File: src/rtl/aux_pkg.sv
// Shared definitions for the AUX transaction engine: register offsets,
// the command word layout and the engine state encoding.
package aux_pkg;

    localparam logic [11:0] OFS_CMD  = 12'h050;
    localparam logic [11:0] OFS_WD0  = 12'h054;
    localparam logic [11:0] OFS_RD0  = 12'h064;
    localparam logic [11:0] OFS_REQ  = 12'h074;
    localparam logic [11:0] OFS_STAT = 12'h078;
    localparam logic [11:0] OFS_RST  = 12'h700;

    // Command word as stored: bit 28 address-only, 27:8 address, 7:4 len-1, 3:0 code
    typedef struct packed {
        logic        addr_only;
        logic [19:0] addr;
        logic [3:0]  len_m1;
        logic [3:0]  code;
    } aux_cmd_t;

    typedef enum logic [1:0] {
        ST_IDLE = 2'd0,
        ST_SEND = 2'd1,
        ST_WAIT = 2'd2,
        ST_RECV = 2'd3
    } eng_state_t;

endpackage

File: src/rtl/aux_req_bytes.sv
// Request byte builder. Combinationally maps a byte index to the request
// byte and gives the total request length.
// Assumes the command and payload stay stable while a request is in flight.
module aux_req_bytes
    import aux_pkg::*;
#(
    parameter int WORDS = 4
) (
    input  aux_cmd_t               cmd,
    input  logic [WORDS-1:0][31:0] wr_words,
    input  logic [4:0]             idx,
    output logic [7:0]             byte_out,
    output logic [4:0]             total
);
    localparam int HDR = 3;

    logic [4:0] pidx;
    logic       has_payload;

    // Request length: header, optional length byte, optional payload
    always_comb begin
        has_payload = !cmd.addr_only && !cmd.code[0];
        total = 5'(HDR) + (cmd.addr_only ? 5'd0 : 5'd1)
              + (has_payload ? (5'(cmd.len_m1) + 5'd1) : 5'd0);
    end

    // Byte selection by index
    always_comb begin
        pidx = idx - 5'd4;
        case (idx)
            5'd0:    byte_out = {cmd.code, cmd.addr[19:16]};
            5'd1:    byte_out = cmd.addr[15:8];
            5'd2:    byte_out = cmd.addr[7:0];
            5'd3:    byte_out = {4'h0, cmd.len_m1};
            default: byte_out = wr_words[pidx[3:2]][{pidx[1:0], 3'b000} +: 8];
        endcase
    end

endmodule

File: src/rtl/aux_link_fsm.sv
// Link sequencer. Sends the request bytes, runs the reply timer and
// captures the reply into the status fields and the read words.
// Assumes a reply is presented only after the request has been sent;
// rx bytes are taken without back-pressure.
module aux_link_fsm
    import aux_pkg::*;
#(
    parameter int WORDS = 4,
    parameter int TMO_W = 16
) (
    input  logic                   clk,
    input  logic                   rst_n,
    input  logic                   start,
    input  aux_cmd_t               cmd,
    input  logic [WORDS-1:0][31:0] wr_words,
    input  logic                   tmr_en,
    input  logic [TMO_W-1:0]       tmo_limit,
    output logic                   tx_valid,
    input  logic                   tx_ready,
    output logic [7:0]             tx_data,
    input  logic                   rx_valid,
    input  logic [7:0]             rx_data,
    input  logic                   rx_last,
    output logic                   busy,
    output logic [31:0]            status_word,
    output logic [WORDS-1:0][31:0] rd_words
);
    localparam int BYTES = WORDS * 4;

    eng_state_t       state;
    logic [4:0]       tx_idx;
    logic [4:0]       total;
    logic [TMO_W-1:0] tmr;
    logic [4:0]       rx_cnt;
    logic [4:0]       didx;
    logic             tmo_flag;
    logic [7:0]       reply_code;
    logic [7:0]       extra;

    aux_req_bytes #(.WORDS(WORDS)) u_bytes (
        .cmd      (cmd),
        .wr_words (wr_words),
        .idx      (tx_idx),
        .byte_out (tx_data),
        .total    (total)
    );

    assign didx     = rx_cnt - 5'd1;
    assign tx_valid = (state == ST_SEND);
    assign busy     = (state != ST_IDLE);
    assign status_word = {7'b0, extra, rx_cnt, reply_code, 3'b0, tmo_flag};

    // Transaction sequencing, timer and reply capture
    always_ff @(posedge clk) begin
        if (!rst_n) begin
            state      <= ST_IDLE;
            tx_idx     <= '0;
            tmr        <= '0;
            rx_cnt     <= '0;
            tmo_flag   <= 1'b0;
            reply_code <= '0;
            extra      <= '0;
            rd_words   <= '0;
        end else begin
            case (state)
                ST_IDLE: begin
                    if (start) begin
                        state      <= ST_SEND;
                        tx_idx     <= '0;
                        rx_cnt     <= '0;
                        tmo_flag   <= 1'b0;
                        reply_code <= '0;
                        extra      <= '0;
                        rd_words   <= '0;
                    end
                end
                ST_SEND: begin
                    if (tx_ready) begin
                        if (tx_idx == total - 5'd1) begin
                            state <= ST_WAIT;
                            tmr   <= '0;
                        end else begin
                            tx_idx <= tx_idx + 5'd1;
                        end
                    end
                end
                ST_WAIT: begin
                    if (rx_valid) begin
                        reply_code <= rx_data;
                        rx_cnt     <= 5'd1;
                        state      <= rx_last ? ST_IDLE : ST_RECV;
                    end else if (tmr_en && tmr == tmo_limit - 1'b1) begin
                        tmo_flag <= 1'b1;
                        state    <= ST_IDLE;
                    end else begin
                        tmr <= tmr + 1'b1;
                    end
                end
                ST_RECV: begin
                    if (rx_valid) begin
                        if (rx_cnt != 5'd31) rx_cnt <= rx_cnt + 5'd1;
                        if (cmd.code[0] && rx_cnt <= 5'(BYTES))
                            rd_words[didx[3:2]][{didx[1:0], 3'b000} +: 8] <= rx_data;
                        if (!cmd.code[0] && rx_cnt == 5'd1)
                            extra <= rx_data;
                        if (rx_last) state <= ST_IDLE;
                    end
                end
                default: state <= ST_IDLE;
            endcase
        end
    end

endmodule

File: src/rtl/aux_regs.sv
// Register file. Holds the command, write payload and configuration,
// the soft-reset bit and the registered read mux.
// Assumes word-aligned offsets; unmapped offsets read as zero.
module aux_regs
    import aux_pkg::*;
#(
    parameter int                WORDS       = 4,
    parameter int                TMO_W       = 16,
    parameter logic [TMO_W-1:0]  TMO_RESET   = 64,
    parameter logic [4:0]        PULSE_RESET = 5'd9
) (
    input  logic                   clk,
    input  logic                   rst_n,
    input  logic                   bus_wr,
    input  logic                   bus_rd,
    input  logic [11:0]            bus_addr,
    input  logic [31:0]            bus_wdata,
    output logic [31:0]            bus_rdata,
    input  logic                   busy,
    input  logic [31:0]            status_word,
    input  logic [WORDS-1:0][31:0] rd_words,
    output aux_cmd_t               cmd,
    output logic [WORDS-1:0][31:0] wr_words,
    output logic                   start,
    output logic                   tmr_en,
    output logic [TMO_W-1:0]       tmo_limit,
    output logic                   eng_rst_bit
);
    logic       sync_sel;
    logic [4:0] pulse_cnt;
    logic [31:0] rmux;

    assign start = bus_wr && bus_addr == OFS_REQ && bus_wdata[0] && !busy && eng_rst_bit;

    // Command, configuration and soft-reset register writes
    always_ff @(posedge clk) begin
        if (!rst_n) begin
            cmd         <= '0;
            sync_sel    <= 1'b0;
            tmr_en      <= 1'b0;
            pulse_cnt   <= PULSE_RESET;
            tmo_limit   <= TMO_RESET;
            eng_rst_bit <= 1'b1;
        end else if (bus_wr) begin
            if (bus_addr == OFS_CMD && !busy) cmd <= aux_cmd_t'(bus_wdata[28:0]);
            if (bus_addr == OFS_REQ) begin
                sync_sel  <= bus_wdata[1];
                tmr_en    <= bus_wdata[2];
                pulse_cnt <= bus_wdata[13:9];
                tmo_limit <= bus_wdata[16 +: TMO_W];
            end
            if (bus_addr == OFS_RST) eng_rst_bit <= bus_wdata[4];
        end
    end

    // One write-data word per generate slot
    for (genvar i = 0; i < WORDS; i++) begin : g_wd
        always_ff @(posedge clk) begin
            if (!rst_n) wr_words[i] <= '0;
            else if (bus_wr && !busy && bus_addr == OFS_WD0 + 12'(4 * i))
                wr_words[i] <= bus_wdata;
        end
    end

    // Read decode
    always_comb begin
        rmux = '0;
        case (bus_addr)
            OFS_CMD:  rmux = {3'b0, cmd};
            OFS_REQ:  rmux = {tmo_limit, 2'b00, pulse_cnt, 6'b0, tmr_en, sync_sel, busy};
            OFS_STAT: rmux = status_word;
            OFS_RST:  rmux = {27'b0, eng_rst_bit, 4'b0};
            default:  rmux = '0;
        endcase
        for (int i = 0; i < WORDS; i++) begin
            if (bus_addr == OFS_WD0 + 12'(4 * i)) rmux = wr_words[i];
            if (bus_addr == OFS_RD0 + 12'(4 * i)) rmux = rd_words[i];
        end
    end

    // Registered read data
    always_ff @(posedge clk) begin
        if (!rst_n) bus_rdata <= '0;
        else        bus_rdata <= bus_rd ? rmux : 32'h0;
    end

endmodule

File: src/rtl/aux_xact_engine.sv
// Top of the AUX transaction engine: register file plus link sequencer.
// The soft-reset bit is combined with the chip reset to hold the
// sequencer idle. Assumes a single clock domain.
module aux_xact_engine
    import aux_pkg::*;
#(
    parameter int                WORDS       = 4,
    parameter int                TMO_W       = 16,
    parameter logic [TMO_W-1:0]  TMO_RESET   = 64,
    parameter logic [4:0]        PULSE_RESET = 5'd9
) (
    input  logic        clk,
    input  logic        rst_n,
    input  logic        bus_wr,
    input  logic        bus_rd,
    input  logic [11:0] bus_addr,
    input  logic [31:0] bus_wdata,
    output logic [31:0] bus_rdata,
    output logic        tx_valid,
    input  logic        tx_ready,
    output logic [7:0]  tx_data,
    input  logic        rx_valid,
    input  logic [7:0]  rx_data,
    input  logic        rx_last
);
    aux_cmd_t               cmd_q;
    logic [WORDS-1:0][31:0] wr_words;
    logic [WORDS-1:0][31:0] rd_words;
    logic                   start;
    logic                   tmr_en;
    logic [TMO_W-1:0]       tmo_limit;
    logic                   eng_rst_bit;
    logic                   eng_rst_n;
    logic                   busy;
    logic [31:0]            status_word;

    assign eng_rst_n = rst_n & eng_rst_bit;

    aux_regs #(
        .WORDS(WORDS), .TMO_W(TMO_W), .TMO_RESET(TMO_RESET), .PULSE_RESET(PULSE_RESET)
    ) u_regs (
        .clk(clk), .rst_n(rst_n), .bus_wr(bus_wr), .bus_rd(bus_rd),
        .bus_addr(bus_addr), .bus_wdata(bus_wdata), .bus_rdata(bus_rdata),
        .busy(busy), .status_word(status_word), .rd_words(rd_words),
        .cmd(cmd_q), .wr_words(wr_words), .start(start), .tmr_en(tmr_en),
        .tmo_limit(tmo_limit), .eng_rst_bit(eng_rst_bit)
    );

    aux_link_fsm #(.WORDS(WORDS), .TMO_W(TMO_W)) u_fsm (
        .clk(clk), .rst_n(eng_rst_n), .start(start), .cmd(cmd_q),
        .wr_words(wr_words), .tmr_en(tmr_en), .tmo_limit(tmo_limit),
        .tx_valid(tx_valid), .tx_ready(tx_ready), .tx_data(tx_data),
        .rx_valid(rx_valid), .rx_data(rx_data), .rx_last(rx_last),
        .busy(busy), .status_word(status_word), .rd_words(rd_words)
    );

endmodule

File: config.mk
export PLATFORM = sky130hd
export DESIGN_NAME = aux_xact_engine
export DESIGN_NICKNAME = d
export VERILOG_FILES = /design/src/rtl/aux_pkg.sv /design/src/rtl/aux_req_bytes.sv /design/src/rtl/aux_link_fsm.sv /design/src/rtl/aux_regs.sv /design/src/rtl/aux_xact_engine.sv
export SDC_FILE = /design/constraint.sdc
export NUM_CORES = 1
export LEC_CHECK = 0
export BUFFER_PORTS_ARGS = -buffer_cell sky130_fd_sc_hd__buf_2
export CAP_MARGIN = 10
export CORE_MARGIN = 1
export CORE_UTILIZATION = 40
export DETAILED_ROUTE_END_ITERATION = 7
export GPL_TIMING_DRIVEN = 0
export PLACE_DENSITY = 0.54
export SLEW_MARGIN = 40
export SYNTH_ARGS = -nofsm -noshare
export SYNTH_HDL_FRONTEND = slang
export SYNTH_HIERARCHICAL = 1
export SYNTH_SLANG_ARGS = --single-unit
File: constraint.sdc
create_clock -name clk -period 4.1 [get_ports clk]
set_input_delay 0.82 -clock clk [delete_from_list [all_inputs] [get_ports clk]]
set_output_delay 0.82 -clock clk [all_outputs]
set_load 0.02 [all_outputs]
# After elaboration in Yosys (flattened, before gate mapping)
# Cells that the tools add are included.
# Widths: inputs -> output; s select.
# word_totals
reg_bits	386
word_cells	171
# op_classes
n_addsub	11
order_cmp	4
eq_ne	36
shift	3
n_mux	53
bitwise_logic	1
n_reduce_logical	38
# ops
op	count
$mux 128	3
$mux 32	10
$pmux 128 s2	1
$eq 12x7->1 const B	11
$bwmux 128	1
$pmux 32 s4	1
$bmux 32 s2	1
$demux 32 s2	1
$mux 16	4
$mux 5	7
$mux 8	4
$pmux 16 s2	1
$pmux 8 s2	2
$pmux 8 s4	1
$shift 8x7->32 const A	1
$shiftx 32x6->8	1
$shiftx 8x7->32	1
$add 16x1->16 const B	1
$eq 16x16->1	1
$mux 2	8
$reduce_and 4->1	4
$sub 16x1->16 const B	1
$logic_and 1x1->1	15
$pmux 5 s3	1
35 further kinds	64

# Logic depth before layout (Yosys ltp)
# Gate-level depths: netlist (run 1).
# logic_depth
word_depth	10
mapped_depth	15
ltp_nobuf	14

# By module
# Netlist (run 1), hierarchy kept.
# modules_own_cells
mod	instances	cells_each	area_per_inst_um2	seq_area_each_um2
aux_regs	1	1356	10601.4	4264.1
aux_link_fsm	1	893	8060.2	3463.3
aux_req_bytes	1	140	1455.1	0.0
aux_xact_engine	1	1	6.3	0.0

# Least setup slack after synthesis (run 1)
# Ideal clock, no wire load.
# synth_path
path_kind	input-to-reg
from	in bus_addr[2]
to	reg u_fsm/rd_words[40] (netlist bit)
arrival_ns	3.763
slack_ns	0.271
stages	13
n_path_buf	3
path_cell_list	buf_4 -> nor4b_1 -> clkbuf_1 -> nand4_1 -> nor3_1 -> nand2b_1 -> nand2b_1 -> a22oi_1 -> clkbuf_1 -> nand4_1 -> nor3b_2 -> a22oi_1 -> nor2b_1
# synth_between
elab_chain_len	7
# synth_rtl
element	line	rtl
start: declaration	aux_xact_engine.sv:16	input logic [11:0] bus_addr,
$eq 12x7->1	aux_regs.sv:33	assign start = bus_wr && bus_addr == OFS_REQ && bus_wdata[0] && !busy && eng_rst_bit;
$logic_and 1x1->1 (4 in series)	aux_regs.sv:33	
net start	aux_xact_engine.sv:29	logic start;
$ne 2x2->1 (no line)	n/a	
$reduce_and 4->1 (no line)	n/a	
end signal: indexed assignment	aux_link_fsm.sv:103	rd_words[didx[3:2]][{didx[1:0], 3'b000} +: 8] <= rx_data;
end: declaration	aux_link_fsm.sv:26	output logic [WORDS-1:0][31:0] rd_words
# The timed path passes the listed nets, and every way through them passes these cells.
# A chain may end at the register's enable or synchronous reset.

# Worst setup path in the final report (run 1)
# layout_path
from	reg u_fsm.tx_idx[2]
to	out tx_data[1]
# layout_between
elab_chain_len	5
# layout_rtl
element	line	rtl
start: declaration	aux_link_fsm.sv:31	logic [4:0] tx_idx;
start signal: assignment	aux_link_fsm.sv:83	tx_idx <= tx_idx + 5'd1;
$sub 4x3->4	aux_req_bytes.sv:29	pidx = idx - 5'd4;
$bmux 32 s2	aux_req_bytes.sv:35	default: byte_out = wr_words[pidx[3:2]][{pidx[1:0], 3'b000} +: 8];
$mux 32 (implied by the code)	aux_req_bytes.sv:35	
$shiftx 32x6->8	aux_req_bytes.sv:35	
$pmux 8 s4 *	aux_req_bytes.sv:30	case (idx)
end: declaration	aux_xact_engine.sv:21	output logic [7:0] tx_data,
# Every way passes the cells marked *; elsewhere a longest branch is shown, timed or not. The select of a mux whose other input is x is not followed.

==> out/summary.txt, run 1 <==
setup repair after global routing missed its margin -> no
count of buffers from port buffering -> 98
minimum setup slack in the final design -> 28.6 ps
worst slew margin relative to its limit -> 40.1%
number of vias per cell after detailed routing -> 6.33
number of design-rule violations left by the first detailed-router iteration -> 2776
crit path max fanout -> 10
fraction of synthesis flops using an asynchronous set or reset pin -> 0%
Crit. End Element -> output port
filler cell count in the final layout -> 4967
CTS clk-pin slew, worst paths -> 60 ps
final critical-path share of the clock period -> 99.3%
worst hold slack -> 469 ps
via count of the first global-routing pass -> 18800
width of the die -> 226 µm
Site Rows -> 81
DRC viols -> 0
antenna violations before repair -> 6
main area contributors after synthesis -> sky130_fd_sc_hd__dfxtp_1 (38%), sky130_fd_sc_hd__nand2_1 (8.5%), sky130_fd_sc_hd__a22oi_1 (5.4%)
via count -> 20600
largest voltage drop on the vdd net -> 0.256 mV
CTS Root Cell -> sky130_fd_sc_hd__clkbuf_16
clock latency on the worst-skew pair -> 600 ps
Leak Pwr -> 0.00752 µW
startpoint types -> flop
wire length of the first global-routing pass -> 145000 µm
detailed placer's ending HPWL -> 84500 µm
Register-to-Register Path Depth -> 12
warnings from Yosys -> 6
type of the worst min-delay path -> reg -> reg
netlist area before placement -> 0.0201 mm²
ANT nets after route -> 0
number of setup violations in the final report -> 0
routability cong. -> 1.08
instance count of the mapped netlist -> 2390
maximum level of the CTS H-tree -> 2
total area of multi-input combinational cells -> 0.0115 mm²
# clock sinks -> 386
post-synthesis average cell area -> 8.42 µm²
overall routing resource usage -> 40.9%
count of final max-slew check failures -> 0
global route overflow -> 0
placed cell area -> 0.0215 mm²
required time of the critical path -> 3280 ps
Fmax achieved -> 246 MHz
summed area of non-filler cells in the final layout -> 0.0232 mm²
die height -> 226 µm
critical path data arrival time -> 3250 ps
run status -> finished, final reports clean
Detailed Routing Iterations Pass 1 -> 6
total of max-cap violations -> 0
Layout Nets -> 2622
Util after Layout -> 47.2%
pre-CTS setup slack -> -2010 ps
cell area power density -> 357 mW/mm²
io pins -> 100
share of layout cells above drive strength 1 -> 12.9%
register bit total from synthesis -> 386
ranking of synthesized cells by instance count -> sky130_fd_sc_hd__nand2_1 (458), sky130_fd_sc_hd__dfxtp_1 (386), sky130_fd_sc_hd__nor2b_1 (163), sky130_fd_sc_hd__a22oi_1 (146), sky130_fd_sc_hd__a21boi_0 (143)
routed wire length -> 105000 µm
cell type contributing the most total cell area after synthesis -> sky130_fd_sc_hd__dfxtp_1
Die Outline Area -> 0.0512 mm²
number of synthesized flops with an enable pin -> 0
post-synth top area share -> 38.4%
Hold Fails Final Rpt -> 0
Area growth syn-to-layout -> 15.4%
core footprint -> 0.0493 mm²
initial standard-cell utilization of the core -> 40.9%
Period minus WS final -> 4070 ps
count of unique library cells instantiated by Yosys -> 83
largest net degree at the start of global routing -> 14
sequential share of the synthesized area -> 38.4%
ys flop type -> sky130_fd_sc_hd__dfxtp_1
worst clock skew on the final layout -> 24.3 ps
DR WL/cell -> 32.5 µm
critical path class -> reg -> out
area of all sequential standard cells -> 0.00774 mm²
Longest Clk Path Bufs -> 3
total clock buffers created by CTS -> 44
transition time at the pin with the least slew margin -> 893 ps
leading cell type by number of instances after synthesis -> sky130_fd_sc_hd__nand2_1
worst hold path cell count -> 2
clock tree from TritonCTS -> yes
state kept, by name (all words and copies together) (netlist names):
signal              count
u_regs/wr_words       128
u_regs/sync_sel         1
u_regs/cmd             29
u_regs/tmr_en           1
u_fsm/extra             8
u_fsm/tx_idx            5
u_regs/bus_rdata       32
u_regs/pulse_cnt        5
u_fsm/tmr              16
u_regs/tmo_limit       16
u_fsm/state             2
u_fsm/reply_code        8
u_fsm/tmo_flag          1
u_fsm/rx_cnt            5
u_fsm/rd_words        128
u_regs/eng_rst_bit      1
power by group:
part	switching (µW)	internal, µW
combinational	294	125
sequential	0.431	3750
clock	1710	2420
total	2010	6290
critical path, cell delays in order (launching register included):
cell and delay, ps:
sky130_fd_sc_hd__dfxtp_2 400, sky130_fd_sc_hd__buf_6 210, sky130_fd_sc_hd__buf_12 180, sky130_fd_sc_hd__inv_1 90, sky130_fd_sc_hd__ha_1 300, sky130_fd_sc_hd__clkbuf_4 210
sky130_fd_sc_hd__nand3b_1 220, sky130_fd_sc_hd__buf_4 220, sky130_fd_sc_hd__o221ai_2 270, sky130_fd_sc_hd__a21oi_1 80, sky130_fd_sc_hd__a21oi_1 240, sky130_fd_sc_hd__buf_2 220
through the flow:
stage / setup TNS [ps] / power, µW / cells
floorplan: 0 / 4020 / 2399
global placement: -230200 / 4230 / 3161
detailed placement: -229150 / 4230 / 3161
CTS: -40.1 / 8320 / 3242
global route: 0 / 8490 / 3246
finish: 0 / 8300 / 3248
cell families after synthesis:
family | after synthesis | share of synthesized area (%)
and+or+nand+nor | 904 | 21.6
AOI/OAI and AO/OA | 750 | 26.5
DFF | 386 | 38.4
buffers and inverters | 222 | 5.24
muxes | 81 | 5.96
xor gates and xnor gates | 31 | 1.35
adders and majority gates | 15 | 0.933
other | 1 | 0.0186
placed cells by master, fill, tap and decap left out, types with 14 or more instances in the layout:
cell	count
sky130_fd_sc_hd__mux4_2	21
sky130_fd_sc_hd__buf_4	27
sky130_fd_sc_hd__a22oi_1	142
sky130_fd_sc_hd__nor2b_1	163
sky130_fd_sc_hd__mux2i_1	43
sky130_fd_sc_hd__o221ai_1	27
sky130_fd_sc_hd__buf_6	15
sky130_fd_sc_hd__ha_1	15
sky130_fd_sc_hd__nand2b_1	19
sky130_fd_sc_hd__nor3_1	15
sky130_fd_sc_hd__xnor2_1	16
sky130_fd_sc_hd__clkbuf_1	128
sky130_fd_sc_hd__a21boi_1	45
sky130_fd_sc_hd__and3_1	18
sky130_fd_sc_hd__nor2_1	91
sky130_fd_sc_hd__nand3_1	39
sky130_fd_sc_hd__o22ai_1	33
sky130_fd_sc_hd__a32oi_1	37
sky130_fd_sc_hd__o21ai_0	63
sky130_fd_sc_hd__buf_2	119
sky130_fd_sc_hd__a21boi_0	143
sky130_fd_sc_hd__nand2_1	458
sky130_fd_sc_hd__a31oi_1	21
sky130_fd_sc_hd__o211ai_1	24
sky130_fd_sc_hd__o21ai_1	24
sky130_fd_sc_hd__inv_1	16
sky130_fd_sc_hd__a21oi_1	83
sky130_fd_sc_hd__dfxtp_1	381
sky130_fd_sc_hd__a22o_1	14
sky130_fd_sc_hd__clkbuf_16	44
sky130_fd_sc_hd__a221oi_1	18
sky130_fd_sc_hd__or3_1	20
sky130_fd_sc_hd__xor2_1	15
area by class of cell:
| type | count | share of cell area (%) |
|---|---|---|
| multi-input combinational | 1791 | 49.7 |
| inverter | 18 | 0.291 |
| antenna | 2 | 0.0215 |
| timing repair buffer | 104 | 2.31 |
| clock inverter | 21 | 1.06 |
| tap | 664 | 3.58 |
| clock buffer | 59 | 5.41 |
| sequential | 386 | 33.3 |
| buffer | 203 | 4.37 |
final timing paths:
| path | endpoint | from | slack [ps] |
|---|---|---|---|
| hold / removal | u_fsm/reply_code[2] | u_fsm/reply_code[2] | 470 |
| setup / recovery | tx_data[1] | u_fsm/tx_idx[2] | 30 |
| setup reg to reg | u_fsm/rd_words[46] | u_fsm/state[1] | 220 |
| hold reg to reg | u_fsm/reply_code[2] | u_fsm/reply_code[2] | 470 |
metal layers:
layer	routed length, µm	GRT usage [%]	up-vias
met3	10500	8.33	227
met2	45200	61.6	1249
li1	-	-	8963
met1	43600	55.2	10100
met4	6070	20.6	6
met5	47	0	-
what timing repair did:
| action | 4_1_cts | 5_1_grt |
|---|---|---|
| gates resized for setup | 20 | 31 |
| hold endpoints to repair | 0 | 0 |
| setup endpoints to repair | 161 | 129 |
| pin swaps | 2 | 2 |
| hold buffers | 0 | 0 |
| setup buffers | 2 | 4 |
Power figures use the tool's default switching activity.
==> inputs of run 2 (changes only) <==
--- a/config.mk
+++ b/config.mk
@@ -12,6 +12,7 @@
 export DETAILED_ROUTE_END_ITERATION = 7
 export GPL_TIMING_DRIVEN = 0
 export PLACE_DENSITY = 0.54
+export RECOVER_POWER = 100
 export SLEW_MARGIN = 40
 export SYNTH_ARGS = -nofsm -noshare
 export SYNTH_HDL_FRONTEND = slang
==> out/summary.txt, run 2 (same netlist as run 1, synthesis figures left out) <==
summed area of non-filler cells in the final layout -> 0.0231 mm²
Die Outline Area -> 0.0512 mm²
Layout Nets -> 2622
startpoint types -> flop
count of final max-slew check failures -> 0
DR WL/cell -> 32.4 µm
worst hold slack -> 469 ps
most used cells in the layout excluding fill and tap cells -> sky130_fd_sc_hd__nand2_1 (458), sky130_fd_sc_hd__dfxtp_1 (381), sky130_fd_sc_hd__a21boi_0 (183)
Register-to-Register Path Depth -> 12
Period minus WS final -> 4110 ps
CP endpoint -> tx_data[1]
cell mode on critical path -> sky130_fd_sc_hd__a21oi_1
critical path class -> reg -> out
Bufs and invs on worst path -> 6
clock latency on the worst-skew pair -> 600 ps
routability cong. -> 1.08
filler cell count in the final layout -> 5003
area of all sequential standard cells -> 0.00774 mm²
R2R setup slack -> 270 ps
width of the die -> 226 µm
Sw Share -> 24.1%
Hold Fails Final Rpt -> 0
transition time at the pin with the least slew margin -> 1180 ps
clock share of power -> 49.8%
maximum level of the CTS H-tree -> 2
placed cell area -> 0.0215 mm²
via count -> 20600
critical register-to-register path endpoint -> u_fsm/rd_words[33]
ANT nets after route -> 0
via count of the first global-routing pass -> 18800
number of design-rule violations left by the first detailed-router iteration -> 2625
net switching power -> 2000 µW
overall routing resource usage -> 40.9%
share of layout cells above drive strength 1 -> 11.3%
internal power contribution -> 6290 µW
CTS clk-pin slew, worst paths -> 60 ps
detailed placer's ending HPWL -> 84500 µm
type of the worst min-delay path -> reg -> reg
stage delay of the slowest cell on the critical path -> 400 ps
minimum setup slack in the final design -> -10.9 ps
antenna violations before repair -> 6
largest voltage drop on the vdd net -> 0.255 mV
DRC viols -> 0
clock tree from TritonCTS -> yes
Area growth syn-to-layout -> 14.9%
initial standard-cell utilization of the core -> 40.9%
hold_buf cts -> 0
largest net degree at the start of global routing -> 14
# clock sinks -> 386
run status -> complete, but fails checks
required time of the critical path -> 3280 ps
global route overflow -> 0
register share of total power -> 45.2%
total area of multi-input combinational cells -> 0.0115 mm²
count of buffers from port buffering -> 98
Critical Path, Cell by Cell -> buf_6 > buf_8 > inv_1 > ha_1 > clkbuf_4 > nand3b_1 > buf_4 > o221ai_2 > a21oi_1 > a21oi_1 > buf_2
number of vias per cell after detailed routing -> 6.34
most frequent standard cell in the layout excluding fill and tap cells -> sky130_fd_sc_hd__nand2_1
worst slew margin relative to its limit -> 20.4%
Detailed Routing Iterations Pass 1 -> 8
Leak Pwr -> 0.00730 µW
CP Depth -> 11
combinational cell fraction of total power -> 5.0%
failing checks -> negative setup slack
wire length of the first global-routing pass -> 145000 µm
Fmax achieved -> 243 MHz
total clock buffers created by CTS -> 44
crit path max fanout -> 10
largest registers -> u_fsm/rd_words: 128 flops, u_regs/wr_words: 128 flops, u_regs/bus_rdata: 32 flops
core footprint -> 0.0493 mm²
final critical-path share of the clock period -> 100%
critical path data arrival time -> 3290 ps
Crit. End Element -> output port
Slowest-stage cell, CP -> sky130_fd_sc_hd__dfxtp_2
Longest Clk Path Bufs -> 3
launching point of the worst reg2reg path -> u_fsm/state[1]
number of setup violations in the final report -> 1
Site Rows -> 81
CTS Root Cell -> sky130_fd_sc_hd__clkbuf_16
first element of the critical path -> u_fsm/tx_idx[2]
cell family contributing the most delay on the critical path -> buffers and inverters
total of max-cap violations -> 0
io pins -> 100
cell area power density -> 359 mW/mm²
worst clock skew on the final layout -> 23.6 ps
routed wire length -> 105000 µm
die height -> 226 µm
## run 2: cell types whose count changed in the layout (fill, tap and decap cells not counted), sizes merged
cell | before | now
clkbuf | 193 | 241
buf | 173 | 125
## run 2: final cells by class
type                       instances  share of cell area (%)
clock inverter                    21                    1.06
clock buffer                      59                    5.44
antenna                            2                  0.0216
buffer                           203                    4.22
multi-input combinational       1791                    49.8
inverter                          18                   0.292
timing repair buffer             104                    2.10
sequential                       386                    33.5
tap                              664                    3.59
## run 2: routing by layer
metal / vias to the layer above / routed length (µm) / GRT usage (%)
met3: 253 / 10200 / 8.33
met5: - / 47 / 0
met4: 6 / 6220 / 20.6
met1: 10200 / 43900 / 55.2
met2: 1213 / 45100 / 61.6
li1: 8963 / - / -
## run 2: repair_timing
item	4_1_cts	5_1_grt
buffers inserted	2	4
pin swaps	2	2
gates resized for setup	20	31
hold endpoints to repair	0	0
setup endpoints to repair	161	129
## run 2: per-stage QoR
stage	instances	TNS [ps]	total power [µW]	util [%]	setup WS, ps
final	3248	-10.9	8290	46.9	-10.9
after global routing	3246	-141	8490	46.9	-29.4
after CTS	3242	-40.1	8320	46.9	-25.4
after detailed placement	3161	-229150	4230	43.7	-2010
after global placement	3161	-230200	4230	43.6	-1950
after floorplan	2399	0	4020	-	271
## run 2: how the worst min path moves through the flow
| stage | from | to | slack [ps] | cells past startpoint |
|---|---|---|---|---|
| after floorplan | u_regs/wr_words[3] | u_regs/wr_words[3] | 440 | 2 |
| after global placement | u_regs/wr_words[15] | u_regs/wr_words[15] | 450 | 2 |
| after detailed placement | u_regs/wr_words[15] | u_regs/wr_words[15] | 460 | 2 |
| after CTS | u_regs/wr_words[15] | u_regs/wr_words[15] | 470 | 2 |
| after global routing | u_regs/wr_words[15] | u_regs/wr_words[15] | 490 | 2 |
| final | u_fsm/reply_code[2] | u_fsm/reply_code[2] | 470 | 2 |
## run 2: worst reg2reg max path, stage by stage (launching register included)
cell                       delay (ps)
sky130_fd_sc_hd__dfxtp_1          390
sky130_fd_sc_hd__clkbuf_1         250
sky130_fd_sc_hd__clkbuf_1         300
sky130_fd_sc_hd__or2_2            430
sky130_fd_sc_hd__nor3_4           320
sky130_fd_sc_hd__nand2b_1         150
sky130_fd_sc_hd__nand2b_1         330
sky130_fd_sc_hd__a22oi_2          310
sky130_fd_sc_hd__buf_2            290
sky130_fd_sc_hd__clkbuf_2         300
sky130_fd_sc_hd__o21ai_1          270
sky130_fd_sc_hd__a22oi_1          300
sky130_fd_sc_hd__nor2b_1           70
## run 2: power groups by stage
stage	registers [µW]	clock network, µW	logic [µW]
floorplan	3830	0	191
CTS	3750	4170	400
global placement	3830	0	396
finish	3750	4130	416
global route	3750	4320	422
detailed placement	3830	0	398
